## config.mk

```make
export PLATFORM = sky130hd
export DESIGN_NAME = ztsram
export DESIGN_NICKNAME = d
export VERILOG_FILES = /design/src/rtl/ztsram_pkg.sv /design/src/rtl/ztsram_seq.sv /design/src/rtl/ztsram_lane.sv /design/src/rtl/ztsram.sv
export SDC_FILE = /design/constraint.sdc
export NUM_CORES = 2
export LEC_CHECK = 0
export BUFFER_PORTS_ARGS = -buffer_cell sky130_fd_sc_hd__buf_2
export CAP_MARGIN = 5
export CORE_MARGIN = 2
export CORE_UTILIZATION = 57
export DETAILED_ROUTE_END_ITERATION = 6
export PLACE_DENSITY = 0.84
export SLEW_MARGIN = 0
export SYNTH_ARGS = -nofsm -noshare
export SYNTH_HDL_FRONTEND = slang
export SYNTH_HIERARCHICAL = 1
export SYNTH_SLANG_ARGS = --single-unit
```

## constraint.sdc

```tcl
create_clock -name clk -period 2.7 [get_ports clk]
set_input_delay 0.54 -clock clk [delete_from_list [all_inputs] [get_ports clk]]
set_output_delay 0.54 -clock clk [all_outputs]
set_load 0.05 [all_outputs]
```

## src/rtl/ztsram_pkg.sv

```systemverilog
package ztsram_pkg;

  typedef enum logic [1:0] {
    OP_IDLE  = 2'd0,
    OP_READ  = 2'd1,
    OP_WRITE = 2'd2
  } op_e;

  // Low address bits of burst access number cnt from start value base.
  function automatic logic [1:0] burst_lsb(input logic [1:0] base,
                                           input logic [1:0] cnt,
                                           input logic       ilv);
    return ilv ? (base ^ cnt) : (base + cnt);
  endfunction

endpackage

```

## src/rtl/ztsram_seq.sv

```systemverilog
module ztsram_seq
  import ztsram_pkg::*;
#(
  parameter int ADDR_W    = 6,
  parameter int NUM_BYTES = 4
) (
  input  logic                 clk,
  input  logic                 rst,
  input  logic                 stall,
  input  logic                 load_n,
  input  logic                 sel_a_n,
  input  logic                 sel_b_n,
  input  logic                 sel_c,
  input  logic                 wr_n,
  input  logic [NUM_BYTES-1:0] byte_en_n,
  input  logic [ADDR_W-1:0]    addr,
  input  logic                 order_ilv,
  output logic [ADDR_W-1:0]    rd_addr,
  output logic [ADDR_W-1:0]    wr_addr,
  output logic [NUM_BYTES-1:0] wr_mask,
  output logic                 rd_active
);

  localparam int HI_W = ADDR_W - 2;

  op_e                  op_q;
  logic [HI_W-1:0]      hi_q;
  logic [1:0]           base_q;
  logic [1:0]           cnt_q;
  logic [NUM_BYTES-1:0] mask_q;
  logic [1:0]           cnt_nx;
  logic                 sel_ok;

  assign sel_ok = !sel_a_n && !sel_b_n && sel_c;
  assign cnt_nx = cnt_q + 2'd1;

  // The address of the operation in flight, and the one the array looks up
  // at the coming edge (lookahead lets the read port be synchronous).
  assign wr_addr   = {hi_q, burst_lsb(base_q, cnt_q, order_ilv)};
  assign rd_addr   = load_n ? {hi_q, burst_lsb(base_q, cnt_nx, order_ilv)} : addr;
  assign wr_mask   = (op_q == OP_WRITE) ? mask_q : '0;
  assign rd_active = (op_q == OP_READ);

  always_ff @(posedge clk) begin
    if (rst) begin
      op_q   <= OP_IDLE;
      hi_q   <= '0;
      base_q <= '0;
      cnt_q  <= '0;
      mask_q <= '0;
    end else if (!stall) begin
      mask_q <= ~byte_en_n;
      if (!load_n) begin
        op_q   <= sel_ok ? (wr_n ? OP_READ : OP_WRITE) : OP_IDLE;
        hi_q   <= addr[ADDR_W-1:2];
        base_q <= addr[1:0];
        cnt_q  <= '0;
      end else begin
        cnt_q  <= cnt_nx;
      end
    end
  end

endmodule

```

## src/rtl/ztsram_lane.sv

```systemverilog
module ztsram_lane #(
  parameter int BYTE_W = 8,
  parameter int ADDR_W = 6
) (
  input  logic              clk,
  input  logic              rst,
  input  logic              stall,
  input  logic              we,
  input  logic [ADDR_W-1:0] wr_addr,
  input  logic [ADDR_W-1:0] rd_addr,
  input  logic [BYTE_W-1:0] wd,
  input  logic              out_en,
  output logic [BYTE_W-1:0] rd
);

  localparam int DEPTH = 1 << ADDR_W;

  logic [BYTE_W-1:0] mem [DEPTH];
  logic [BYTE_W-1:0] rd_q;
  logic [BYTE_W-1:0] byp_d;
  logic              byp_q;

  // Plain one-write one-read memory with a registered read: block RAM shape.
  always_ff @(posedge clk) begin
    if (!stall) begin
      if (we) mem[wr_addr] <= wd;
      rd_q  <= mem[rd_addr];
      byp_d <= wd;
    end
  end

  // The RAM returns old data on a same-address collision; remember it.
  always_ff @(posedge clk) begin
    if (rst)         byp_q <= 1'b0;
    else if (!stall) byp_q <= we && (wr_addr == rd_addr);
  end

  assign rd = out_en ? (byp_q ? byp_d : rd_q) : '0;

endmodule

```

## src/rtl/ztsram.sv

```systemverilog
module ztsram #(
  parameter int BYTE_W    = 8,
  parameter int NUM_BYTES = 4,
  parameter int ADDR_W    = 6
) (
  input  logic                        clk,
  input  logic                        rst,
  input  logic                        stall,
  input  logic                        load_n,
  input  logic                        sel_a_n,
  input  logic                        sel_b_n,
  input  logic                        sel_c,
  input  logic                        wr_n,
  input  logic [NUM_BYTES-1:0]        byte_en_n,
  input  logic [ADDR_W-1:0]           addr,
  input  logic [BYTE_W*NUM_BYTES-1:0] wdata,
  input  logic                        order_ilv,
  output logic [BYTE_W*NUM_BYTES-1:0] rdata,
  output logic                        rdata_vld
);

  localparam int DATA_W = BYTE_W * NUM_BYTES;

  logic [ADDR_W-1:0]    rd_addr;
  logic [ADDR_W-1:0]    wr_addr;
  logic [NUM_BYTES-1:0] wr_mask;
  logic                 rd_active;

  ztsram_seq #(
    .ADDR_W    (ADDR_W),
    .NUM_BYTES (NUM_BYTES)
  ) u_seq (
    .clk       (clk),
    .rst       (rst),
    .stall     (stall),
    .load_n    (load_n),
    .sel_a_n   (sel_a_n),
    .sel_b_n   (sel_b_n),
    .sel_c     (sel_c),
    .wr_n      (wr_n),
    .byte_en_n (byte_en_n),
    .addr      (addr),
    .order_ilv (order_ilv),
    .rd_addr   (rd_addr),
    .wr_addr   (wr_addr),
    .wr_mask   (wr_mask),
    .rd_active (rd_active)
  );

  for (genvar g = 0; g < NUM_BYTES; g++) begin : g_lane
    ztsram_lane #(
      .BYTE_W (BYTE_W),
      .ADDR_W (ADDR_W)
    ) u_lane (
      .clk     (clk),
      .rst     (rst),
      .stall   (stall),
      .we      (wr_mask[g]),
      .wr_addr (wr_addr),
      .rd_addr (rd_addr),
      .wd      (wdata[g*BYTE_W +: BYTE_W]),
      .out_en  (rd_active),
      .rd      (rdata[g*BYTE_W +: BYTE_W])
    );
  end

  assign rdata_vld = rd_active;

endmodule

```

== Word level (Yosys, flattened, before mapping) ==
Memory sizes are Yosys's and may differ from the RTL's. A register that Yosys moved wholly into a read port is not among the register bits.
Index checks and enable logic that the tools add are counted.
Widths: inputs -> output; s select.

* Add/sub/neg operators: 3
* Equal/unequal tests: 3
* Multiplexer cells: 27
* Bitwise operators: 5
* Reduce and logical (&&, ||, !) cells: 13

{| class="wikitable"
|+ Operators by type and width
! kind !! number
|-
| $mux 8 || 8
|-
| $mux 1 || 12
|-
| $mux 2 || 5
|-
| $eq 6x6->1 || 1
|-
| $logic_and 1x1->1 || 6
|-
| $logic_not 1->1 || 6
|-
| $mux 6 || 1
|-
| $add 2x2->2 || 2
|-
| $mux 4 || 1
|-
| $not 4->4 || 1
|-
| $xor 2x2->2 || 2
|-
| $add 2x1->2 const B || 1
|-
| $eq 2x1->1 const B || 1
|-
| $eq 2x2->1 const B || 1
|-
| $not 1->1 || 2
|-
| $reduce_and 2->1 || 1
|}

* Register bits: 50
* RAM bits: 2,048
* Bits of input ports: 51
* Output and inout bits: 33
* Logic and storage cells: 68
* Memories: 4

{| class="wikitable"
|+ Memories
! name !! depth !! width !! read ports !! clocked after memory_dff !! wr ports !! RTL line !! source
|-
| g_lane[0].u_lane.mem || 64 || 8 || 1 || 1 || 1 || ztsram_lane.sv:18 || <nowiki>logic [BYTE_W-1:0] mem [DEPTH];</nowiki>
|-
| g_lane[1].u_lane.mem || 64 || 8 || 1 || 1 || 1 || ztsram_lane.sv:18 ||
|-
| g_lane[2].u_lane.mem || 64 || 8 || 1 || 1 || 1 || ztsram_lane.sv:18 ||
|-
| g_lane[3].u_lane.mem || 64 || 8 || 1 || 1 || 1 || ztsram_lane.sv:18 ||
|}

== Depth between registers and ports, before layout ==
* Depth in word-level cells: 6
* Gate-level depth with buffers: 13
* Depth with buffers taken out: 10

== Hierarchy ==
Netlist, hierarchy kept.

{| class="wikitable"
|+ Modules (own cells, without submodules)
! module !! instances !! cells each !! area each (um^2) !! seq. area each (um^2)
|-
| ztsram_lane || 4 || 985 || 20,714.9 || 15,875.2
|-
| ztsram_seq || 1 || 86 || 713.2 || 280.3
|}

== Least setup slack after synthesis ==
OpenSTA, ideal clock, no wires.

* Kind: register -> output
* Start point: register u_seq.op_q[0]
* End point: output rdata[0]
* Data arrival time: 2.518 ns
* Data required time: 2.160 ns
* Setup slack: -0.358 ns
* Cell stages (with the launch flop): 3
* Path buffers: 0
* Cell sequence: dfxtp_1 -> nor2b_1 -> nor2b_1

* Word-level cells in the longest chain between the ends: 2

{| class="wikitable"
|+ Ends and longest elaborated chain
! item !! RTL line !! source
|-
| start, declared || ztsram_seq.sv:26 || <nowiki>op_e op_q;</nowiki>
|-
| start signal, assigned || ztsram_seq.sv:54 || <nowiki>op_q <= sel_ok ? (wr_n ? OP_READ : OP_WRITE) : OP_IDLE;</nowiki>
|-
| $eq 2x1->1 || ztsram_seq.sv:42 || <nowiki>assign rd_active = (op_q == OP_READ);</nowiki>
|-
| named net rdata_vld || ztsram.sv:19 || <nowiki>output logic rdata_vld</nowiki>
|-
| $mux 8 || ztsram_lane.sv:38 || <nowiki>assign rd = out_en ? (byp_q ? byp_d : rd_q) : '0;</nowiki>
|-
| end, declared || ztsram.sv:18 || <nowiki>output logic [BYTE_W*NUM_BYTES-1:0] rdata,</nowiki>
|}

The timed path passes the listed nets, and every way through them passes these cells.

== Final worst setup path ==
* Start point: register u_seq.cnt_q[1]
* End point: register g_lane[3].u_lane.rd_q[6] (read register of g_lane[3].u_lane.mem) (data pin)

* Word-level cells in the longest chain between the ends: 4
* Elaborated cells between the ends (all ways): 5
* Classes of those cells: 2 x add/sub; 2 x mux; 1 x bitwise

{| class="wikitable"
|+ Ends and longest elaborated chain
! item !! RTL line !! source
|-
| start, declared || ztsram_seq.sv:29 || <nowiki>logic [1:0] cnt_q;</nowiki>
|-
| start signal, assigned || ztsram_seq.sv:59 || <nowiki>cnt_q <= cnt_nx;</nowiki>
|-
| $add 2x1->2 (*) || ztsram_seq.sv:35 || <nowiki>assign cnt_nx = cnt_q + 2'd1;</nowiki>
|-
| $add 2x2->2 or $xor 2x2->2 (tied branches) || ztsram_pkg.sv:13 || <nowiki>return ilv ? (base ^ cnt) : (base + cnt);</nowiki>
|-
| $mux 2 (*) || ztsram_pkg.sv:13 ||
|-
| $mux 6 (*) || ztsram_seq.sv:40 || <nowiki>assign rd_addr = load_n ? {hi_q, burst_lsb(base_q, cnt_nx, order_ilv)} : addr;</nowiki>
|-
| named net rd_addr[1] || ztsram.sv:24 || <nowiki>logic [ADDR_W-1:0] rd_addr;</nowiki>
|-
| end, declared || ztsram_lane.sv:19 || <nowiki>logic [BYTE_W-1:0] rd_q;</nowiki>
|}

Mark *: on every way through the listed nets, which the timed path passes. The rest lies on a longest branch.
A chain may end at the register's enable or synchronous reset.

==> metrics.cfg <==
[worst_setup_path]
crit_fanout=6
end_kind=register
crit_chain=xnor2_4, xnor3_1, a21oi_4, buf_12, buf_12, buf_12, buf_4, buf_4, mux4_2, a211oi_4, a221o_1, o41ai_1
ff2ff_path_depth=12
critPathMaxStageDelay_ps=390
cp.arrival_ps=3910
worstPathRequired_ps=3260
cp_slowest_cell=xnor3_1
setup.worst_path.start_class=register
path_class=register to register
cpMostUsedCell=buf_12

[grt]
grt_pass1_wl_um=334600
grt_max_degree=66
grt_overflow_total=0
grt_usage_pct=30.89
grt_pass1_vias=48280
antenna_found_initial=8

[power_and_ir_drop]
p_sw_share_pct=23.03
irDropWorstVdd_v=0.0007468
p_comb_share_pct=10.4
seqPwrFrac_pct=50.6
power.switching_uw=16660
pwr-share-clk_pct=39.0
p_leak_uw=0.03278
power.density_nw_per_um2=717.0
p_int_uw=55660

[cells_and_area]
area_delta_synth_final_pct=20.69
finalNonFillerCells=6866
final_common_cell=edfxtp_1
drive_gt1_share_pct=39.76
fin_nets=4833
fillers=7737
mostFrequentLayoutCells=edfxtp_1 (2112), buf_4 (530), mux4_2 (488), clkbuf_16 (207), nor2_1 (186)
fin_util_pct=69.29

[route]
wl_per_cell_um=35.38
drc=0
first_iter_violations=8590
route.final.wire_length_um=242900
viasPerCell=7.047
final_antenna_net_count=0
vias=48380
firstDrtPassIters=6

[sta]
finalClockSkew_ps=53.11
fin_crit_sh_pct=124.1
finalWorstSetupSlack_ps=-650.7
slew_headroom_pct=11.74
drv_slew=0
tightestPinTransition_ps=1324
min_period_ps=3351
hold_violations=0
rsz0062_at_grt=true
max_freq_ghz=0.2984
finalSetupViolations=770

[clock_tree]
cts_root_buffer=clkbuf_16
clock-sinks=2130
clock_path_buffers=3
insertion_delay_ps=860
cts_tree=yes
clkTransAtPathRegs_ps=70
htree_levels=4
cts_buffers=200

[synthesis]
yosys_warnings=6
yosys.cell_types.count=46
yosysTopAreaCell=edfxtp_1
synthArstFlopShare_pct=0
synth_edf_count=2112
synth_area_leaders=edfxtp_1 (76%), mux4_2 (13%), mux2i_1 (1.8%), nor2_1 (1.5%), mux2_2 (0.61%)
synthesis.nets=4079
syn_area_um2=83570
netlist.area_leader.share_pct=75.89
syn_inst=4026
ys_seq_elements=2130
ys_seq_area_share_pct=76.32
synth.avg_cell_area_um2=20.76
synthFlopType=edfxtp_1

[floorplanning]
start_util_pct=57.41
design.die.area_um2=149700
die_h_um=386.9
io_pins=84
core_um2=145600
die_x_um=386.9
rows=140

[run_status]
violations=setup timing
outcome=finished with violations

[hold_path]
min_path_type=input port to register
hold_depth=3

[placement]
portBuffers=83
place.gp.congestion=0.8966
dpl.hpwl_um=127000
dp_cells=6397

[run]
max-cap-violations=0

-- layout make-up --
| cell class | instances | area, um2 | share of cell area, % |
|---|---|---|---|
| inverter | 6 | 25.02 | 0.02481 |
| multi-input combinational | 1647 | 20440 | 20.26 |
| timing repair buffer | 795 | 7771 | 7.704 |
| antenna | 2 | 5.005 | 0.004962 |
| clock inverter | 111 | 1037 | 1.028 |
| tap | 1917 | 2399 | 2.378 |
| clock buffer | 258 | 5391 | 5.345 |
| sequential | 2130 | 63800 | 63.25 |
-- repair_timing --
item / in CTS / in global routing
cloned: 20 / 0
buffers inserted: 46 / 43
endpoints found under the setup margin: 878 / 1231
resized for setup: 408 / 254
endpoints found under the hold margin: 2 / 0
hold buffers: 2 / 0
pin swaps: 48 / 43
-- registers in the layout (all words and copies together) (netlist names) --
signal and cells:
g_lane.u_lane/mem 2048, u_seq/cnt_q 2, u_seq/mask_q 4, u_seq/base_q 2, g_lane.u_lane/byp_d 32, u_seq/hi_q 4, g_lane.u_lane/rd_q 32, g_lane.u_lane/byp_q 4
u_seq/op_q 2
-- worst max-delay path, delay by kind of cell (launching register included) --
| family | cells | cell delay, ps |
|---|---|---|
| compound gates | 4 | 1010 |
| buf+inv | 5 | 720 |
| xor+xnor | 2 | 590 |
| flops | 1 | 380 |
| mux | 1 | 360 |
-- metrics by stage --
stage	hold WS [ps]	area [um2]	total power [uW]	TNS (ps)	setup WS, ps
finish	60.33	100900	72320	-78980	-650.7
floorplan	434.4	83600	40540	-1339	-92.37
CTS	5.981	99570	71280	-25200	-417.2
global route	20.71	100900	73660	-55100	-639.6
global placement	456.8	90780	43000	-26560	-620.3
detailed placement	489.4	90780	43170	-61580	-696.9
-- metal layers --
metal | up-vias | GRT usage (%) | share of wire [%]
met1 | 24230 | 38.82 | 31
li1 | 18170 | - | -
met4 | 6 | 14.92 | 6.8
met5 | - | 0 | 0.017
met2 | 4745 | 50.63 | 49
met3 | 1227 | 7.946 | 13
-- cell usage after synthesis (5+ instances only) --
library cell / n
a2111oi_0: 24
a211oi_1: 56
a21oi_1: 65
a221o_1: 24
a22o_1: 8
a22oi_1: 9
and2_1: 8
buf_1: 20
buf_2: 53
buf_4: 52
buf_6: 25
clkbuf_1: 90
dfxtp_1: 18
edfxtp_1: 2112
inv_1: 5
mux2_2: 45
mux2i_1: 153
mux4_2: 488
nand2_1: 97
nand2b_1: 28
nand3_1: 30
nand3b_1: 8
nor2_1: 325
nor2b_1: 80
nor3_1: 13
o21ai_0: 9
o21ai_1: 8
o221ai_1: 24
o22a_1: 24
o22ai_1: 32
o41ai_1: 24
or3_1: 8
or3b_2: 12
xnor2_1: 13
xor2_1: 12
-- power groups by stage --
stage	clock, uW	combinational, uW	sequential (uW)
finish	28200	7510	36600
global placement	0	5740	37300
CTS	27900	6810	36600
detailed placement	0	5910	37300
floorplan	0	3330	37200
global route	29500	7630	36600
-- worst paths after layout --
check	start	to	slack [ps]
worst min-delay path	addr[3]	u_seq/hi_q[1]$_SDFFE_PP0P_	60
worst max register to register	u_seq/cnt_q[1]$_SDFFE_PP0N_	g_lane[3].u_lane/rd_q[6]$_DFFE_PN_	-650
worst max-delay path	u_seq/cnt_q[1]$_SDFFE_PP0N_	g_lane[3].u_lane/rd_q[6]$_DFFE_PN_	-650
worst min register to register	u_seq/mask_q[3]$_SDFFE_PP0N_	u_seq/mask_q[3]$_SDFFE_PP0N_	550
-- logic make-up (layout without fill, tap and decap cells) --
logic type | Yosys count | after routing | synth area share [%]
AO/OA/AOI/OAI | 307 | 307 | 2.692
other | 0 | 2 | 0
adder cells (fa/ha/maj) | 2 | 2 | 0.02994
AND/OR/NAND/NOR | 624 | 624 | 3.394
buffers and inverters | 250 | 1170 | 1.668
flip-flops | 2130 | 2130 | 76.32
XOR/XNOR | 27 | 27 | 0.3084
multiplexers | 686 | 687 | 15.59
(Power assumes the default switching activity.)
